File: src/rtl/ddfs_pkg.sv
package ddfs_pkg;
    localparam int AMP_W   = 10;
    localparam int AMP_MAX = 2 ** (AMP_W - 1) - 1;
    localparam int SEG_W   = 3;

    // intercept of each segment, amplitude units at full scale 511
    function automatic int seg_base(input logic [SEG_W-1:0] seg);
        case (seg)
            3'd0:    return 0;
            3'd1:    return 100;
            3'd2:    return 192;
            3'd3:    return 283;
            3'd4:    return 361;
            3'd5:    return 425;
            3'd6:    return 471;
            default: return 502;
        endcase
    endfunction

    // first slope term: rise over one segment is 2**w
    function automatic int seg_w1(input logic [SEG_W-1:0] seg);
        case (seg)
            3'd0, 3'd1, 3'd2, 3'd3, 3'd4: return 6;
            3'd5, 3'd6:                   return 5;
            default:                      return 3;
        endcase
    endfunction

    // second slope term, negative when absent
    function automatic int seg_w2(input logic [SEG_W-1:0] seg);
        case (seg)
            3'd0, 3'd1, 3'd2: return 5;
            3'd3, 3'd5:       return 4;
            default:          return -1;
        endcase
    endfunction
endpackage

File: src/rtl/dds_phase_acc.sv
module dds_phase_acc #(
    parameter int PHASE_W = 13
) (
    input  logic               clk,
    input  logic               rst,
    input  logic               en,
    input  logic [PHASE_W-1:0] ftw,
    output logic [PHASE_W-1:0] phase,
    output logic               valid
);
    typedef struct packed {
        logic [PHASE_W-1:0] acc;
        logic [PHASE_W-1:0] ph;
        logic               v;
    } acc_st_t;

    acc_st_t s_d, s_q;

    always_comb begin
        s_d   = s_q;
        s_d.v = en;
        if (en) begin
            s_d.ph  = s_q.acc;
            s_d.acc = s_q.acc + ftw;
        end
    end

    always_ff @(posedge clk) begin
        if (rst) s_q <= '0;
        else     s_q <= s_d;
    end

    assign phase = s_q.ph;
    assign valid = s_q.v;
endmodule

File: src/rtl/dds_fold.sv
module dds_fold
    import ddfs_pkg::*;
#(
    parameter int PHASE_W = 13,
    localparam int QW     = PHASE_W - 2,
    localparam int OFF_W  = QW - SEG_W
) (
    input  logic               clk,
    input  logic               rst,
    input  logic               ld,
    input  logic [PHASE_W-1:0] phase,
    output logic [SEG_W-1:0]   seg,
    output logic [OFF_W-1:0]   off,
    output logic               neg,
    output logic               full
);
    typedef struct packed {
        logic [SEG_W-1:0] seg;
        logic [OFF_W-1:0] off;
        logic             neg;
        logic             full;
    } fold_st_t;

    fold_st_t s_d, s_q;
    logic [1:0]  quad;
    logic [QW:0] x;

    always_comb begin
        quad = phase[PHASE_W-1 -: 2];
        if (quad[0]) x = (QW+1)'(2 ** QW) - {1'b0, phase[QW-1:0]};
        else         x = {1'b0, phase[QW-1:0]};
        s_d = s_q;
        if (ld) begin
            s_d.full = x[QW];
            s_d.seg  = x[QW-1 -: SEG_W];
            s_d.off  = x[OFF_W-1:0];
            s_d.neg  = quad[1];
        end
    end

    always_ff @(posedge clk) begin
        if (rst) s_q <= '0;
        else     s_q <= s_d;
    end

    assign seg  = s_q.seg;
    assign off  = s_q.off;
    assign neg  = s_q.neg;
    assign full = s_q.full;
endmodule

File: src/rtl/dds_pwl.sv
module dds_pwl
    import ddfs_pkg::*;
#(
    parameter int PHASE_W = 13,
    localparam int OFF_W  = PHASE_W - 2 - SEG_W
) (
    input  logic                    clk,
    input  logic                    rst,
    input  logic                    ld,
    input  logic [SEG_W-1:0]        seg,
    input  logic [OFF_W-1:0]        off,
    input  logic                    neg,
    input  logic                    full,
    output logic signed [AMP_W-1:0] amp
);
    logic signed [AMP_W-1:0] amp_d, amp_q;
    int mag, w1, w2;

    always_comb begin
        w1  = seg_w1(seg);
        w2  = seg_w2(seg);
        mag = seg_base(seg) + (int'(off) >> (OFF_W - w1));
        if (w2 >= 0) mag = mag + (int'(off) >> (OFF_W - w2));
        if (full || mag > AMP_MAX) mag = AMP_MAX;
        amp_d = amp_q;
        if (ld) amp_d = AMP_W'(neg ? -mag : mag);
    end

    always_ff @(posedge clk) begin
        if (rst) amp_q <= '0;
        else     amp_q <= amp_d;
    end

    assign amp = amp_q;
endmodule

File: src/rtl/ddfs_iq.sv
module ddfs_iq
    import ddfs_pkg::*;
#(
    parameter int PHASE_W = 13
) (
    input  logic                    clk,
    input  logic                    rst,
    input  logic                    en_i,
    input  logic [PHASE_W-1:0]      ftw_i,
    output logic                    valid_o,
    output logic signed [AMP_W-1:0] i_o,
    output logic signed [AMP_W-1:0] q_o
);
    localparam int OFF_W = PHASE_W - 2 - SEG_W;
    localparam logic [PHASE_W-1:0] QUARTER = PHASE_W'(2 ** (PHASE_W - 2));

    typedef struct packed {
        logic s2;
        logic s3;
    } vld_t;

    vld_t v_d, v_q;
    logic [PHASE_W-1:0] ph1;
    logic               v1;
    logic [PHASE_W-1:0] ch_ph [2];
    logic signed [AMP_W-1:0] ch_amp [2];

    dds_phase_acc #(.PHASE_W(PHASE_W)) u_acc (
        .clk(clk), .rst(rst), .en(en_i), .ftw(ftw_i), .phase(ph1), .valid(v1)
    );

    always_comb begin
        ch_ph[0] = ph1;            // sine channel
        ch_ph[1] = ph1 + QUARTER;  // cosine channel, quarter turn ahead
        v_d.s2 = v1;
        v_d.s3 = v_q.s2;
    end

    always_ff @(posedge clk) begin
        if (rst) v_q <= '0;
        else     v_q <= v_d;
    end

    for (genvar ch = 0; ch < 2; ch++) begin : g_ch
        logic [SEG_W-1:0] seg;
        logic [OFF_W-1:0] off;
        logic             neg, full;

        dds_fold #(.PHASE_W(PHASE_W)) u_fold (
            .clk(clk), .rst(rst), .ld(v1), .phase(ch_ph[ch]),
            .seg(seg), .off(off), .neg(neg), .full(full)
        );

        dds_pwl #(.PHASE_W(PHASE_W)) u_pwl (
            .clk(clk), .rst(rst), .ld(v_q.s2), .seg(seg), .off(off),
            .neg(neg), .full(full), .amp(ch_amp[ch])
        );
    end

    assign valid_o = v_q.s3;
    assign q_o     = ch_amp[0];
    assign i_o     = ch_amp[1];
endmodule

File: config.mk
export PLATFORM = sky130hd
export DESIGN_NAME = ddfs_iq
export DESIGN_NICKNAME = d
export VERILOG_FILES = /design/src/rtl/ddfs_pkg.sv /design/src/rtl/dds_phase_acc.sv /design/src/rtl/dds_fold.sv /design/src/rtl/dds_pwl.sv /design/src/rtl/ddfs_iq.sv
export SDC_FILE = /design/constraint.sdc
export NUM_CORES = 1
export LEC_CHECK = 0
export BUFFER_PORTS_ARGS = -buffer_cell sky130_fd_sc_hd__buf_2
export CORE_ASPECT_RATIO = 1.75
export CORE_MARGIN = 3
export CORE_UTILIZATION = 25
export DETAILED_ROUTE_END_ITERATION = 10
export GPL_ROUTABILITY_DRIVEN = 0
export GPL_TIMING_DRIVEN = 0
export PLACE_DENSITY = 0.44
export SYNTH_ARGS = -nofsm -noshare
export SYNTH_HDL_FRONTEND = slang
export SYNTH_HIERARCHICAL = 1
export SYNTH_SLANG_ARGS = --single-unit
File: constraint.sdc
create_clock -name clk -period 8.2 [get_ports clk]
set_input_delay 0 -clock clk [delete_from_list [all_inputs] [get_ports clk]]
set_output_delay 0 -clock clk [all_outputs]
set_load 0.1 [all_outputs]
### Word-level counts from Yosys, hierarchy flattened

Index checks and enable logic that the tools add are counted.
W data, S select, Z words.

| word-level totals | value |
|---|---|
| flip-flop bits (word level) | 75 |
| input bits | 16 |
| output and inout bits | 21 |
| word-level logic and storage cells | 75 |

| cells by class | value |
|---|---|
| add/sub/neg operators | 14 |
| $lt $le $gt $ge | 4 |
| equal/unequal tests | 12 |
| shift-type cells | 4 |
| muxes and demuxes | 14 |
| reduce and logical (&&, ||, !) cells | 12 |

Operators with widths:

| operator | count |
|---|---|
| $pmux W32 S2 | 2 |
| $shr A8 B32 Y32 | 4 |
| $pmux W9 S7 | 2 |
| $add A10 B32 Y32 | 2 |
| $add A32 B32 Y32 | 2 |
| $ge A32 B1 Y1 const B | 2 |
| $gt A32 B10 Y1 const B | 2 |
| $mux W32 | 2 |
| $sub A5 B32 Y32 const A | 2 |
| $mux W10 | 4 |
| $mux W12 | 2 |
| $sub A12 B11 Y12 const A | 2 |
| $neg A10 Y10 | 2 |
| $eq A3 B3 Y1 const B | 6 |
| $add A13 B12 Y13 const B | 1 |
| $add A13 B13 Y13 | 1 |
| $eq A3 B2 Y1 const B | 4 |
| $pmux W3 S2 | 2 |
| $reduce_or A5 Y1 | 2 |
| $sub A4 B3 Y5 const A | 2 |
| $reduce_or A2 Y1 | 4 |
| $eq A3 B1 Y1 const B | 2 |
| $logic_not A3 Y1 | 2 |
| $reduce_or A3 Y1 | 2 |
| $logic_or A1 B1 Y1 | 2 |

### Logic depth before layout (Yosys ltp)

| depth | value |
|---|---|
| depth after elaboration | 13 |
| gate-level depth with buffers | 31 |
| gate-level depth less buffers | 29 |

### Cells and area by module

Netlist, hierarchy kept.

By module, submodules not included:

| module | instances | cells an instance | area each (µm²) | seq. area each (µm²) |
|---|---|---|---|---|
| dds_pwl | 2 | 314 | 2284.7 | 200.2 |
| dds_phase_acc | 1 | 181 | 1662.8 | 540.5 |
| dds_fold | 2 | 98 | 815.8 | 260.2 |
| ddfs_iq | 1 | 6 | 65.1 | 40.0 |

### Worst setup path after synthesis

Ideal clock, no wire load.

| path | value |
|---|---|
| path kind | reg2reg |
| start point | reg g_ch[0].u_fold.s_q, in the netlist g_ch[0].u_fold/seg[0] |
| end point | reg g_ch[0].u_pwl.amp_q[8] |
| library setup time | 0.088 ns |
| data arrival time | 6.276 ns |
| data required time | 8.112 ns |
| slack | 1.836 ns |
| stages on the path, launching flop included | 29 |
| path buffers | 3 |
| clock period less this slack | 6.364 ns |
| cells stage by stage | dfxtp_1 -> clkbuf_1 -> nor2b_1 -> o21a_1 -> ha_1 -> clkbuf_1 -> mux2_2 -> a21oi_1 -> o21a_1 -> nor2_1 -> ha_1 -> a211oi_1 -> nor4b_1 -> or3b_2 -> ha_1 -> or3_1 -> a21oi_1 -> a21oi_1 -> nand4_1 -> nor2_1 -> nor4_4 -> buf_6 -> nor2b_1 -> ha_1 -> nand2_1 -> nand4b_1 -> nor3_1 -> nor3_1 -> nor4_2 |

| between the ends | value |
|---|---|
| cells in the longest elaborated chain, start to end | 13 |
| elaborated cells on any way between the ends | 27 |
| classes of those cells | add/sub: 5; order compare: 2; eq/ne: 6; shift: 2; mux: 6; reduce/logical: 6 |

Ends and longest elaborated chain:

| element | RTL line | RTL |
|---|---|---|
| from (decl) | dds_fold.sv:24 | `fold_st_t s_d, s_q;` |
| from (signal assigned) | dds_fold.sv:42 | `if (rst) s_q <= '0;` |
| from (signal assigned) | dds_fold.sv:43 | `else s_q <= s_d;` |
| $eq A3 B1 Y1, or another cell as far along | ddfs_pkg.sv:8, ddfs_pkg.sv:22, ddfs_pkg.sv:31 |  |
| $reduce_or A5 Y1 / $reduce_or A2 Y1 (equally long branches) | ddfs_pkg.sv:22 | `case (seg)` |
| $pmux W3 S2 | ddfs_pkg.sv:22 |  |
| $sub A4 B3 Y5 | dds_pwl.sv:22 | `mag = seg_base(seg) + (int'(off) >> (OFF_W - w1));` |
| $shr A8 B32 Y32 | dds_pwl.sv:22 |  |
| $add A10 B32 Y32 | dds_pwl.sv:22 |  |
| $add A32 B32 Y32 | dds_pwl.sv:23 | `if (w2 >= 0) mag = mag + (int'(off) >> (OFF_W - w2));` |
| $mux W32 * | dds_pwl.sv:23 |  |
| $gt A32 B10 Y1 | dds_pwl.sv:24 | `if (full \|\| mag > AMP_MAX) mag = AMP_MAX;` |
| $logic_or A1 B1 Y1 | dds_pwl.sv:24 |  |
| $mux W10 * | dds_pwl.sv:24 |  |
| $neg A10 Y10 | dds_pwl.sv:26 | `if (ld) amp_d = AMP_W'(neg ? -mag : mag);` |
| $mux W10 * | dds_pwl.sv:26 |  |
| to (signal assigned) | dds_pwl.sv:31 | `else amp_q <= amp_d;` |
| to (decl) | dds_pwl.sv:16 | `logic signed [AMP_W-1:0] amp_d, amp_q;` |

Every way passes the cells marked *; elsewhere a longest branch is shown, timed or not.
A chain may end at the register's enable or synchronous reset.

### Worst setup path after layout

| path | value |
|---|---|
| start point | reg g_ch[1].u_fold.s_q, in the netlist g_ch[1].u_fold/seg[0] |
| end point | reg g_ch[1].u_pwl.amp_q[8] |

| between the ends | value |
|---|---|
| cells in the longest elaborated chain, start to end | 13 |
| elaborated cells on any way between the ends | 27 |
| classes of those cells | add/sub: 5; order compare: 2; eq/ne: 6; shift: 2; mux: 6; reduce/logical: 6 |

Ends and longest elaborated chain:

| element | RTL line |
|---|---|
| from (decl) | dds_fold.sv:24 |
| from (signal assigned) | dds_fold.sv:42 |
| from (signal assigned) | dds_fold.sv:43 |
| $eq A3 B1 Y1, or another cell as far along | ddfs_pkg.sv:8, ddfs_pkg.sv:22, ddfs_pkg.sv:31 |
| $reduce_or A5 Y1 / $reduce_or A2 Y1 (equally long branches) | ddfs_pkg.sv:22 |
| $pmux W3 S2 | ddfs_pkg.sv:22 |
| $sub A4 B3 Y5 | dds_pwl.sv:22 |
| $shr A8 B32 Y32 | dds_pwl.sv:22 |
| $add A10 B32 Y32 | dds_pwl.sv:22 |
| $add A32 B32 Y32 | dds_pwl.sv:23 |
| $mux W32 * | dds_pwl.sv:23 |
| $gt A32 B10 Y1 | dds_pwl.sv:24 |
| $logic_or A1 B1 Y1 | dds_pwl.sv:24 |
| $mux W10 * | dds_pwl.sv:24 |
| $neg A10 Y10 | dds_pwl.sv:26 |
| $mux W10 * | dds_pwl.sv:26 |
| to (signal assigned) | dds_pwl.sv:31 |
| to (decl) | dds_pwl.sv:16 |

Marks and branches as above.

==> results.md <==
Timing
- **number of pins with negative max-slew slack in the final report** 0
- **final setup skew** 0.00858 ns
- **setup repair after global routing missed its margin** no
- **pin slew with the least headroom to its limit** 0.756 ns
- **final period utilization** 91.7%
- **remaining max-slew budget at the tightest pin** 49.6%
- **fmax** 133 MHz
- **count of final hold-check violations** 0
- **number of endpoints failing setup at the final stage** 0
- **minimum clock period** 7.52 ns
- **final-layout setup total negative slack** 0 ns

Cells and area
- **highest-count cells in the layout ignoring fill and taps** nor2_1, dfxtp_1, nand2_1, a21oi_1, mux2i_1
- **non-filler instance count after layout** 1457
- **area overhead of the layout relative to synthesis** 12.4%
- **diode count** 0
- **Final #Nets** 1138
- **layout cells sized above 1** 12.3%
- **post-layout util** 28.7%
- **commonest non-fill, non-tap cell in the layout** nor2_1

Power
- **peak supply drop** 0.000100 V
- **power dissipated by switching net loads** 0.633 mW
- **pwr dens** 171 nW/µm²
- **Sw Ratio** 41.5%
- **portion of total power attributed to the clock network** 26.2%
- **internal power contribution** 0.893 mW
- **Overall Power** 1.53 mW
- **leakage power of the design** 3.71 nW
- **combinational share of power** 46.2%
- **fraction of power consumed by sequential logic** 27.6%

Critical path
- **startpoint-to-endpoint class of the critical path** reg2reg
- **Max stage delay on crit path** 0.54 ns
- **startpoint type of the worst setup path** register
- **Worst Path Arrival** 7.79 ns
- **minimum setup slack among reg-to-reg paths** 0.68 ns
- **element type at the critical path end** register
- **cell occurring most often along the worst timing path** ha_1
- **data required time at the worst endpoint** 8.47 ns
- **slowest cell on the critical path** nor4_4
- **maximum fanout along the worst path** 10

Floorplan
- **die area** 34000 µm²
- **count of pins on the block boundary** 37
- **initial core utilization** 25.5%
- **core area** 31100 µm²
- **die span in y** 242 µm
- **row count** 85
- **die boundary width** 141 µm

Yosys
- **cell types with the largest area share after synthesis** dfxtp_1, ha_1, mux2i_1
- **synthesized netlist cell count** 1011
- **Yosys warning total** 6
- **Yosys cell types** 84
- **number of flip-flops and latches in the synthesized netlist** 75
- **proportion of synthesized chip area in sequential cells** 18.9%
- **area share of the leading cell type in the synthesized netlist** 18.9%
- **cell taking the most area after synthesis** dfxtp_1
- **Cell Area, Synth** 7930 µm²
- **proportion of register bits with asynchronous set or reset after synthesis** 0%
- **Post-synth EDFFs** 0
- **Main synth FF type** dfxtp_1
- **mean post-synth cell area** 7.84 µm²

Route
- **vias per inst** 5.32
- **number of design rule violations left after detail routing** 0
- **routed length on met2** 14400 µm
- **detailed router's first-iteration violation count** 472
- **WL final** 25300 µm
- **number of detailed-route iterations in the first pass** 7
- **routed metal-1 wire length** 9600 µm
- **Post-DRT Antenna Nets** 0
- **topmost layer with routed signal wires** met4
- **wire length on met3** 413 µm
- **wire length per cell after detailed routing** 17.3 µm
- **total number of vias** 7747

Job
- **number of maximum-capacitance violations** 0

Clock network
- **insertion delay of the later-clocked pin in the worst-skew pair** 0.35 ns
- **sink count of the clock tree** 75
- **H-tree levels** 3
- **CTS Root Buffer Type** clkbuf_16
- **post-CTS setup repair buffer count** 0
- **Inserted Clock Buffers** 9
- **Clock Tree Buf Depth** 2
- **clock edge transition at the registers on the reported setup and hold paths** 0.06 ns
- **TritonCTS clock tree** built

Status
- **result of the run** completed

Global routing
- **largest net degree at the start of global routing** 36
- **antenna violations before repair** 0
- **global-route wire length before repair** 41100 µm
- **global-route congestion overflow total** 0
- **All-Layer GR Usage** 14.9%
- **number of global-route vias before repair** 7758

Placed design
- **IO Port Bufs** 36
- **Placed Cells** 1442
- **HPWL after detailed placement** 20100 µm

Hold path
- **Hold Crit Class** in2reg

## cells in the mapped netlist, drive strengths merged, types with 6 or more instances
| master | n |
|---|---|
| or3 | 15 |
| nor4bb | 16 |
| nand4b | 6 |
| or4 | 14 |
| or4b | 6 |
| o21ai | 56 |
| o21bai | 8 |
| a31oi | 7 |
| nor2b | 31 |
| a211o | 17 |
| nor4 | 10 |
| inv | 34 |
| a211oi | 34 |
| a21oi | 71 |
| a32oi | 14 |
| mux2i | 57 |
| o21a | 10 |
| buf | 25 |
| and2 | 9 |
| nand2b | 19 |
| nand3b | 12 |
| a21o | 11 |
| and3 | 20 |
| ha | 56 |
| nor3b | 13 |
| clkbuf | 39 |
| nand2 | 71 |
| nor2 | 100 |
| nor3 | 15 |
| xor2 | 8 |
| o31ai | 6 |
| mux2 | 10 |
| xnor2 | 8 |
| a22oi | 10 |
| dfxtp | 75 |
| o22ai | 8 |
| nand3 | 23 |
## area by class of cell
type | count | area (µm²)
Fill cell | 3387 | 22100
Multi-Input combinational cell | 842 | 6010
Sequential cell | 75 | 1500
Tap cell | 391 | 489
Buffer | 63 | 309
Clock buffer | 12 | 267
Timing Repair Buffer | 36 | 180
Inverter | 34 | 128
Clock inverter | 4 | 32.5
## logic make-up (layout without fill, tap and decap cells)
| logic type | Yosys count | after routing | share of synthesized area, % |
|---|---|---|---|
| AND/OR/NAND/NOR | 398 | 398 | 29.0 |
| multiplexers | 67 | 67 | 8.71 |
| flip-flops | 75 | 75 | 18.9 |
| buffers and inverters | 98 | 149 | 5.55 |
| AO/OA/AOI/OAI | 294 | 294 | 25.9 |
| adder cells (fa/ha/maj) | 61 | 61 | 10.1 |
| other | 2 | 6 | 0.0947 |
| XOR/XNOR | 16 | 16 | 1.77 |
## power groups by stage
stage	sequential (mW)	clock [mW]	combinational (mW)
6_report	0.421	0.400	0.705
5_1_grt	0.426	0.429	0.784
4_1_cts	0.422	0.415	0.705
3_5_place_dp	0.430	0	0.701
3_3_place_gp	0.429	0	0.699
2_1_floorplan	0.470	0	0.491
## routing by layer
| layer | vias to the layer above | track usage (%) |
|---|---|---|
| li1 | 3908 | - |
| met1 | 3685 | 15.0 |
| met2 | 112 | 30.0 |
| met3 | 42 | 1.40 |
| met4 | 0 | 6.16 |
| met5 | - | 0 |
## flip-flops by register name, summed over array words and instances, names as in the netlist
signal            flops
g_ch.u_fold/full      2
g_ch.u_fold/seg       6
g_ch.u_fold/off      16
valid_o               1
u_acc/s_q            13
v_d                   1
u_acc/phase          13
g_ch.u_fold/neg       2
g_ch.u_pwl/amp       20
u_acc/valid           1
## worst max-delay path, delay by kind of cell (launching register included)
family,cells,cell delay [ns]
multiplexers,1,0.41
buffers and inverters,3,0.97
flip-flops,1,0.47
AO/OA/AOI/OAI,6,1.35
adder cells (fa/ha/maj),4,1.21
AND/OR/NAND/NOR,14,3.04
## through the flow
stage	area, µm²	hold slack [ns]	setup slack, ns
2_1_floorplan	7940	0.0716	1.84
3_3_place_gp	8610	0.374	0.432
3_5_place_dp	8610	0.388	0.410
4_1_cts	8910	0.00237	0.387
5_1_grt	8910	0.0406	0.0219
6_report	8910	0.00624	0.677
## repair_timing
item | CTS | global route
setup endpoints to repair | 0 | 2
gates resized for setup | 0 | 2
hold buffers | 0 | 0
## path summary, 6_finish.rpt
check                                                         end  depth (start not counted)                          startpoint
worst max register to register  g_ch[1].u_pwl/amp[8]$_SDFFE_PP0P_                         28  g_ch[1].u_fold/seg[0]$_SDFFE_PP0P_
worst min-delay path                   u_acc/s_q[14]$_SDFFE_PP0P_                          4                            ftw_i[0]
worst max-delay path            g_ch[1].u_pwl/amp[8]$_SDFFE_PP0P_                         28  g_ch[1].u_fold/seg[0]$_SDFFE_PP0P_
worst min register to register  g_ch[0].u_pwl/amp[6]$_SDFFE_PP0P_                          2   g_ch[0].u_pwl/amp[6]$_SDFFE_PP0P_
(Power assumes the default switching activity.)
